==> config.mk <==
export PLATFORM = sky130hd
export DESIGN_NAME = tcu_compare_unit
export DESIGN_NICKNAME = d
export VERILOG_FILES = /design/src/rtl/tcu_pkg.sv /design/src/rtl/tcu_cmp_regs.sv /design/src/rtl/tcu_counter.sv /design/src/rtl/tcu_ctrl_fsm.sv /design/src/rtl/tcu_compare_unit.sv
export SDC_FILE = /design/constraint.sdc
export NUM_CORES = 1
export LEC_CHECK = 0
export BUFFER_PORTS_ARGS = -buffer_cell sky130_fd_sc_hd__buf_2
export CORE_UTILIZATION = 61
export CTS_CLUSTER_SIZE = 28
export DETAILED_ROUTE_END_ITERATION = 8
export PLACE_DENSITY = 0.83
export SYNTH_ARGS = -nofsm -noshare
export SYNTH_HDL_FRONTEND = slang
export SYNTH_SLANG_ARGS = --single-unit
==> constraint.sdc <==
create_clock -name clk -period 4.22 [get_ports clk]
set_clock_uncertainty 0.05 [all_clocks]
set_input_delay 1.055 -clock clk [delete_from_list [all_inputs] [get_ports clk]]
set_output_delay 1.055 -clock clk [all_outputs]
set_load 0.01 [all_outputs]
==> src/rtl/tcu_pkg.sv <==
package tcu_pkg;

    typedef enum logic [1:0] {
        MODE_IV  = 2'b00,
        MODE_PWM = 2'b01,
        MODE_PPG = 2'b10,
        MODE_RSV = 2'b11
    } tcu_mode_e;

    typedef enum logic [1:0] {
        ST_RESTART = 2'd0,
        ST_RUN_IV  = 2'd1,
        ST_RUN_PWM = 2'd2,
        ST_RUN_PPG = 2'd3
    } tcu_state_e;

    function automatic tcu_state_e mode_to_state(input logic [1:0] m);
        tcu_state_e s;
        case (m)
            MODE_PWM: s = ST_RUN_PWM;
            MODE_PPG: s = ST_RUN_PPG;
            default:  s = ST_RUN_IV;
        endcase
        return s;
    endfunction

endpackage

==> src/rtl/tcu_cmp_regs.sv <==
module tcu_cmp_regs #(
    parameter int CNT_W = 8
) (
    input  logic             clk,
    input  logic             rst,
    input  logic             wr_en,
    input  logic [CNT_W-1:0] wr_data,
    input  logic             ctl_wr,
    input  logic             ctl_buf_en,
    input  logic             xfer,
    output logic             buf_en_q,
    output logic [CNT_W-1:0] active_q
);

    logic [CNT_W-1:0] buffer_q;

    // buffer-enable control bit
    always_ff @(posedge clk) begin
        if (rst)         buf_en_q <= 1'b0;
        else if (ctl_wr) buf_en_q <= ctl_buf_en;
    end

    // write buffer: every write lands here
    always_ff @(posedge clk) begin
        if (rst)        buffer_q <= '0;
        else if (wr_en) buffer_q <= wr_data;
    end

    // active compare register: transfer takes the old buffer value
    always_ff @(posedge clk) begin
        if (rst)                       active_q <= '0;
        else if (xfer)                 active_q <= buffer_q;
        else if (wr_en && !buf_en_q)   active_q <= wr_data;
    end

    assert_unbuf_write_R3: assert property (@(posedge clk) disable iff (rst)
        (wr_en && !buf_en_q) |=> (active_q == $past(wr_data) && buffer_q == $past(wr_data)));

    assert_buf_write_hold_R4: assert property (@(posedge clk) disable iff (rst)
        (wr_en && buf_en_q && !xfer) |=> (active_q == $past(active_q)));

    assert_xfer_old_buffer_R10: assert property (@(posedge clk) disable iff (rst)
        xfer |=> (active_q == $past(buffer_q)));

    assert_reset_clear_R5: assert property (@(posedge clk)
        $past(rst) |-> (!buf_en_q && active_q == '0 && buffer_q == '0));

endmodule

==> src/rtl/tcu_counter.sv <==
module tcu_counter #(
    parameter int CNT_W = 8,
    parameter int N_W   = 4,
    parameter int N_MIN = 6,
    parameter int N_MAX = 8
) (
    input  logic             clk,
    input  logic             rst,
    input  logic             clr,
    input  logic             pwm_sel,
    input  logic [N_W-1:0]   pwm_n,
    output logic [CNT_W-1:0] cnt_q,
    output logic             ovf
);

    localparam logic [N_W-1:0] N_LO  = N_W'(N_MIN);
    localparam logic [N_W-1:0] N_HI  = N_W'(N_MAX);
    localparam logic [N_W-1:0] N_DEF = N_W'(CNT_W);

    logic [N_W-1:0]   n_eff;
    logic [CNT_W:0]   lim_wide;
    logic [CNT_W-1:0] mask;

    always_comb begin
        n_eff    = ((pwm_n >= N_LO) && (pwm_n <= N_HI)) ? pwm_n : N_DEF;
        lim_wide = ((CNT_W+1)'(1) << n_eff) - (CNT_W+1)'(1);
        mask     = pwm_sel ? lim_wide[CNT_W-1:0] : {CNT_W{1'b1}};
        ovf      = ((cnt_q & mask) == mask);
    end

    always_ff @(posedge clk) begin
        if (rst)                 cnt_q <= '0;
        else if (clr)            cnt_q <= '0;
        else if (pwm_sel && ovf) cnt_q <= '0;
        else                     cnt_q <= cnt_q + CNT_W'(1);
    end

    assert_pwm_wrap_R8: assert property (@(posedge clk) disable iff (rst)
        (pwm_sel && ovf) |=> (cnt_q == '0));

    assert_clear_R1: assert property (@(posedge clk) disable iff (rst)
        clr |=> (cnt_q == '0));

endmodule

==> src/rtl/tcu_ctrl_fsm.sv <==
module tcu_ctrl_fsm
    import tcu_pkg::*;
(
    input  logic       clk,
    input  logic       rst,
    input  logic [1:0] mode_sel,
    input  logic       buf_en_q,
    input  logic       ovf,
    input  logic       cnt_eq,
    input  logic       cmp_zero,
    output tcu_state_e state_q,
    output logic       cnt_clr,
    output logic       pwm_sel,
    output logic       xfer,
    output logic       match_pulse
);

    tcu_state_e target;
    tcu_state_e state_d;
    logic       mode_chg;
    logic       hit;

    always_comb begin
        target   = mode_to_state(mode_sel);
        mode_chg = (state_q != ST_RESTART) && (state_q != target);
        unique case (state_q)
            ST_RESTART: state_d = target;
            ST_RUN_IV:  state_d = mode_chg ? ST_RESTART : ST_RUN_IV;
            ST_RUN_PWM: state_d = mode_chg ? ST_RESTART : ST_RUN_PWM;
            ST_RUN_PPG: state_d = mode_chg ? ST_RESTART : ST_RUN_PPG;
        endcase
    end

    // state register
    always_ff @(posedge clk) begin
        if (rst) state_q <= ST_RESTART;
        else     state_q <= state_d;
    end

    // control decode for the datapath
    always_comb begin
        pwm_sel = (state_q == ST_RUN_PWM);
        hit     = !mode_chg && (state_q != ST_RESTART) && (cmp_zero ? ovf : cnt_eq);
        cnt_clr = (state_q == ST_RESTART) || mode_chg || ((state_q == ST_RUN_IV) && hit);
        xfer    = 1'b0;
        unique case (state_q)
            ST_RESTART: xfer = 1'b0;
            ST_RUN_IV:  xfer = 1'b0;
            ST_RUN_PWM: xfer = buf_en_q && ovf && !mode_chg;
            ST_RUN_PPG: xfer = buf_en_q && ovf && !mode_chg;
        endcase
    end

    // registered match output
    always_ff @(posedge clk) begin
        if (rst) match_pulse <= 1'b0;
        else     match_pulse <= hit;
    end

    assert_restart_one_cycle_R11: assert property (@(posedge clk) disable iff (rst)
        (state_q == ST_RESTART) |=> (state_q != ST_RESTART));

    assert_restart_quiet_R11: assert property (@(posedge clk) disable iff (rst)
        (state_q == ST_RESTART) |=> !match_pulse);

endmodule

==> src/rtl/tcu_compare_unit.sv <==
module tcu_compare_unit
    import tcu_pkg::*;
#(
    parameter int CNT_W = 8,
    parameter int N_W   = 4,
    parameter int N_MIN = 6,
    parameter int N_MAX = 8
) (
    input  logic             clk,
    input  logic             rst,
    input  logic             wr_en,
    input  logic [CNT_W-1:0] wr_data,
    input  logic             ctl_wr,
    input  logic             ctl_buf_en,
    input  logic [1:0]       mode_sel,
    input  logic [N_W-1:0]   pwm_n,
    output logic             match_pulse
);

    tcu_state_e       state_q;
    logic             cnt_clr;
    logic             pwm_sel;
    logic             xfer;
    logic             buf_en_q;
    logic [CNT_W-1:0] active_q;
    logic [CNT_W-1:0] cnt_q;
    logic             ovf;
    logic             cnt_eq;
    logic             cmp_zero;

    assign cnt_eq   = (cnt_q == active_q);
    assign cmp_zero = (active_q == '0);

    tcu_ctrl_fsm u_fsm (
        .clk         (clk),
        .rst         (rst),
        .mode_sel    (mode_sel),
        .buf_en_q    (buf_en_q),
        .ovf         (ovf),
        .cnt_eq      (cnt_eq),
        .cmp_zero    (cmp_zero),
        .state_q     (state_q),
        .cnt_clr     (cnt_clr),
        .pwm_sel     (pwm_sel),
        .xfer        (xfer),
        .match_pulse (match_pulse)
    );

    tcu_counter #(
        .CNT_W (CNT_W),
        .N_W   (N_W),
        .N_MIN (N_MIN),
        .N_MAX (N_MAX)
    ) u_cnt (
        .clk     (clk),
        .rst     (rst),
        .clr     (cnt_clr),
        .pwm_sel (pwm_sel),
        .pwm_n   (pwm_n),
        .cnt_q   (cnt_q),
        .ovf     (ovf)
    );

    tcu_cmp_regs #(
        .CNT_W (CNT_W)
    ) u_regs (
        .clk        (clk),
        .rst        (rst),
        .wr_en      (wr_en),
        .wr_data    (wr_data),
        .ctl_wr     (ctl_wr),
        .ctl_buf_en (ctl_buf_en),
        .xfer       (xfer),
        .buf_en_q   (buf_en_q),
        .active_q   (active_q)
    );

    assert_restart_cnt_zero_R11: assert property (@(posedge clk) disable iff (rst)
        (state_q == ST_RESTART) |-> (cnt_q == '0));

    assert_iv_no_transfer_R4: assert property (@(posedge clk) disable iff (rst)
        (state_q == ST_RUN_IV && buf_en_q && !ctl_wr) |=> (active_q == $past(active_q)));

    assert_ppg_xfer_at_wrap_R7: assert property (@(posedge clk) disable iff (rst)
        (state_q == ST_RUN_PPG && buf_en_q && cnt_q == {CNT_W{1'b1}} && mode_sel == 2'b10)
        |=> (cnt_q == '0));

endmodule

==> metrics.yaml <==
power:
  powerDensity_nw_per_um2: 292
  total_power_uw: 503
  power_leakage_uw: 0.000683
  irDropWorstVdd_uv: 274
timing:
  tightestPinTransition_ns: 0.917
  fin_setup_tns_ns: 0
  maxSlewHeadroom_pct: 38.8
  max_freq_mhz: 381
  setup_viol: 0
  rsz0062_at_grt: "no"
  finalCritPeriodShare_pct: 62.3
  fin_crit_ns: 2.63
  maxSlewViolCount: 0
  hold_viol: 0
  hold_ws_ns: 0.454
placement:
  port_buffers: 19
  gp_congestion: 0.802
  place.detailed.hpwl_microns: 2300
final_layout:
  final-seq-area_sq_um: 561
  nets: 211
  multiInputGateArea_sq_um: 968
  area_delta_synth_final_pct: 9.30
  final_layout_size_suffix_gt1_share_pct: 19.7
  n_antenna_cell: 0
  fillCellCount: 199
floorplan:
  row_count: 18
  dieArea_sq_um: 2790
  ios: 20
  die_y_microns: 52.8
  die_w_microns: 52.8
  initial_utilization_pct: 64.1
  core_sq_um: 2450
min_path:
  min-delay-start: "u_regs.buffer_q[1]"
  worstHoldPathType: "flip-flop to flip-flop"
cts:
  htreeDepth: 1
  post_cts_buffers: 0
  cts_buffer_depth: 2
  clkSlewWorstSetupHoldPaths_ns: 0.15
  clkSinkCount: 28
  cts_root_buf: "clkbuf_4"
  holdBufCountCts: 0
  cts.repair.resized: 0
  cts-buffers-inserted: 3
  clk_latency_ns: 0.32
  cts_tree: "yes"
worst_setup_path:
  rr_startpoint: "u_cnt.cnt_q[6]"
  worstPathRequired_ns: 4.40
  startpoint_type: "primary input"
  worst_setup_path_end_kind: "flip-flop"
  path_class: "primary input to flip-flop"
  worst_ep_arrival_time_ns: 2.80
  critPathLaunch: "pwm_n[3]"
  critPathMaxFanout: 8
global_route:
  grt_usage_pct: 25.5
  antenna_found_initial: 0
  grt-ovfl-total: 0
  grt_pass1_wl_microns: 5210
  grt_pass1_vias: 1214
  grt_max_degree: 29
synth:
  yosys_warnings: 0
  yosys-top-cells-area: "dfxtp_1 (36%), mux2i_1 (11%), xnor2_1 (7.2%)"
  avgSynthCellArea_sq_um: 9.20
  netlist_area_sq_um: 1570
  synth_common_cells: "dfxtp_1 (28), nor2_1 (18), mux2i_1 (17)"
  synth-seq-cells: 28
  synth_ff_type: "dfxtp_1"
  synth_edf_count: 0
  synth_top_area_share_pct: 35.6
  ys_seq_area_share_pct: 35.6
  async_flop_share_pct: 0
  yosysMostFrequentCell: "dfxtp_1"
  ys_types: 36
  synth_top_cell_by_area: "dfxtp_1"
  syn_inst: 171
detailed_routing:
  ant_nets: 0
  wl_microns: 2980
  drtPass1Iterations: 4
  avgViaCountPerCell: 5.76
  vias: 1256
  wire_per_inst_microns: 13.7
  drc: 0
  drt_iter0_markers: 33
job:
  cap_violations: 0
run_status:
  status: "finished, final reports clean"
-- report_power, final --
group	switching, uW	internal, uW	leakage [uW]	total (uW)
clock network	76.3	52.8	0.0000210	129
logic	41.8	42.2	0.000433	84.1
registers	12.6	277	0.000229	290
total	131	372	0.000683	503
-- per-layer routing --
metal,global-route usage [%],vias to the layer above,share of wire [%]
li1,-,637,-
met4,9.65,0,1.4
met2,44.3,26,48
met3,4.06,6,3.2
met5,0,-,0
met1,31.1,587,47
-- flip-flops by register name (all words and copies together) (netlist names) --
| register | count |
|---|---|
| u_cnt.cnt_q | 8 |
| u_regs.active_q | 8 |
| u_fsm.state_q | 2 |
| u_regs.buffer_q | 8 |
| u_fsm.match_pulse | 1 |
| u_regs.buf_en_q | 1 |
-- cell usage in the layout, fill, tap and decap left out, types with 2 or more instances in the layout --
| cell type | n |
|---|---|
| dfxtp_1 | 28 |
| buf_2 | 19 |
| nor2_1 | 18 |
| mux2i_1 | 17 |
| xnor2_1 | 13 |
| nor2b_1 | 10 |
| mux2_2 | 9 |
| nand3_1 | 9 |
| nor3_1 | 8 |
| a211oi_1 | 7 |
| inv_1 | 4 |
| nand2b_1 | 4 |
| nand2_1 | 4 |
| o211ai_1 | 4 |
| o21a_1 | 3 |
| ha_1 | 3 |
| clkbuf_4 | 3 |
| or4_1 | 2 |
| o21ai_1 | 2 |
| nor3b_1 | 2 |
| nand4_1 | 2 |
| nor4_1 | 2 |
| conb_1 | 2 |
-- worst max-delay path, stage by stage --
cell and delay (ns):
buf_2 0.10, and4bb_2 0.28, mux2_2 0.37, nor4b_4 0.59, mux2_2 0.41
-- final timing paths --
path                                            to  slack, ns  depth (start not counted)
worst max-delay path            u_regs.active_q[6]       1.59                          5
worst min-delay path            u_regs.buffer_q[1]       0.45                          2
worst max register to register  u_regs.active_q[6]       2.12                          4
worst min register to register  u_regs.buffer_q[1]       0.45                          2
-- layout make-up --
| type | instances | area share (%) |
|---|---|---|
| multi-input cells | 132 | 56.3 |
| flip-flops and latches | 28 | 32.6 |
| repair buffers | 20 | 5.96 |
| well taps | 30 | 2.18 |
| clock buffers | 4 | 2.11 |
| inverters | 4 | 0.873 |
-- through the flow --
step	setup WS (ns)	instance area, sq um	utilization (%)	std cells
final	1.59	1720	70.1	218
after global routing	1.47	1720	70.1	218
after CTS	1.58	1720	70.1	218
after detailed placement	1.22	1680	68.6	214
after global placement	1.29	1680	68.6	214
after floorplan	1.51	1580	-	172
-- cells by family (layout without fill, tap and decap cells) --
logic type               count (synthesis)  count (layout)  synth area share [%]
XOR/XNOR                                14              14                  7.79
adder cells (fa/ha/maj)                  3               3                  2.38
flip-flops                              28              28                  35.6
buffers and inverters                   12              28                  3.10
multiplexers                            26              26                  17.2
AO/OA/AOI/OAI                           19              19                  8.98
other                                    1               2                 0.238
AND/OR/NAND/NOR                         68              68                  24.6
No activity file was read; power rests on OpenSTA's default activity.
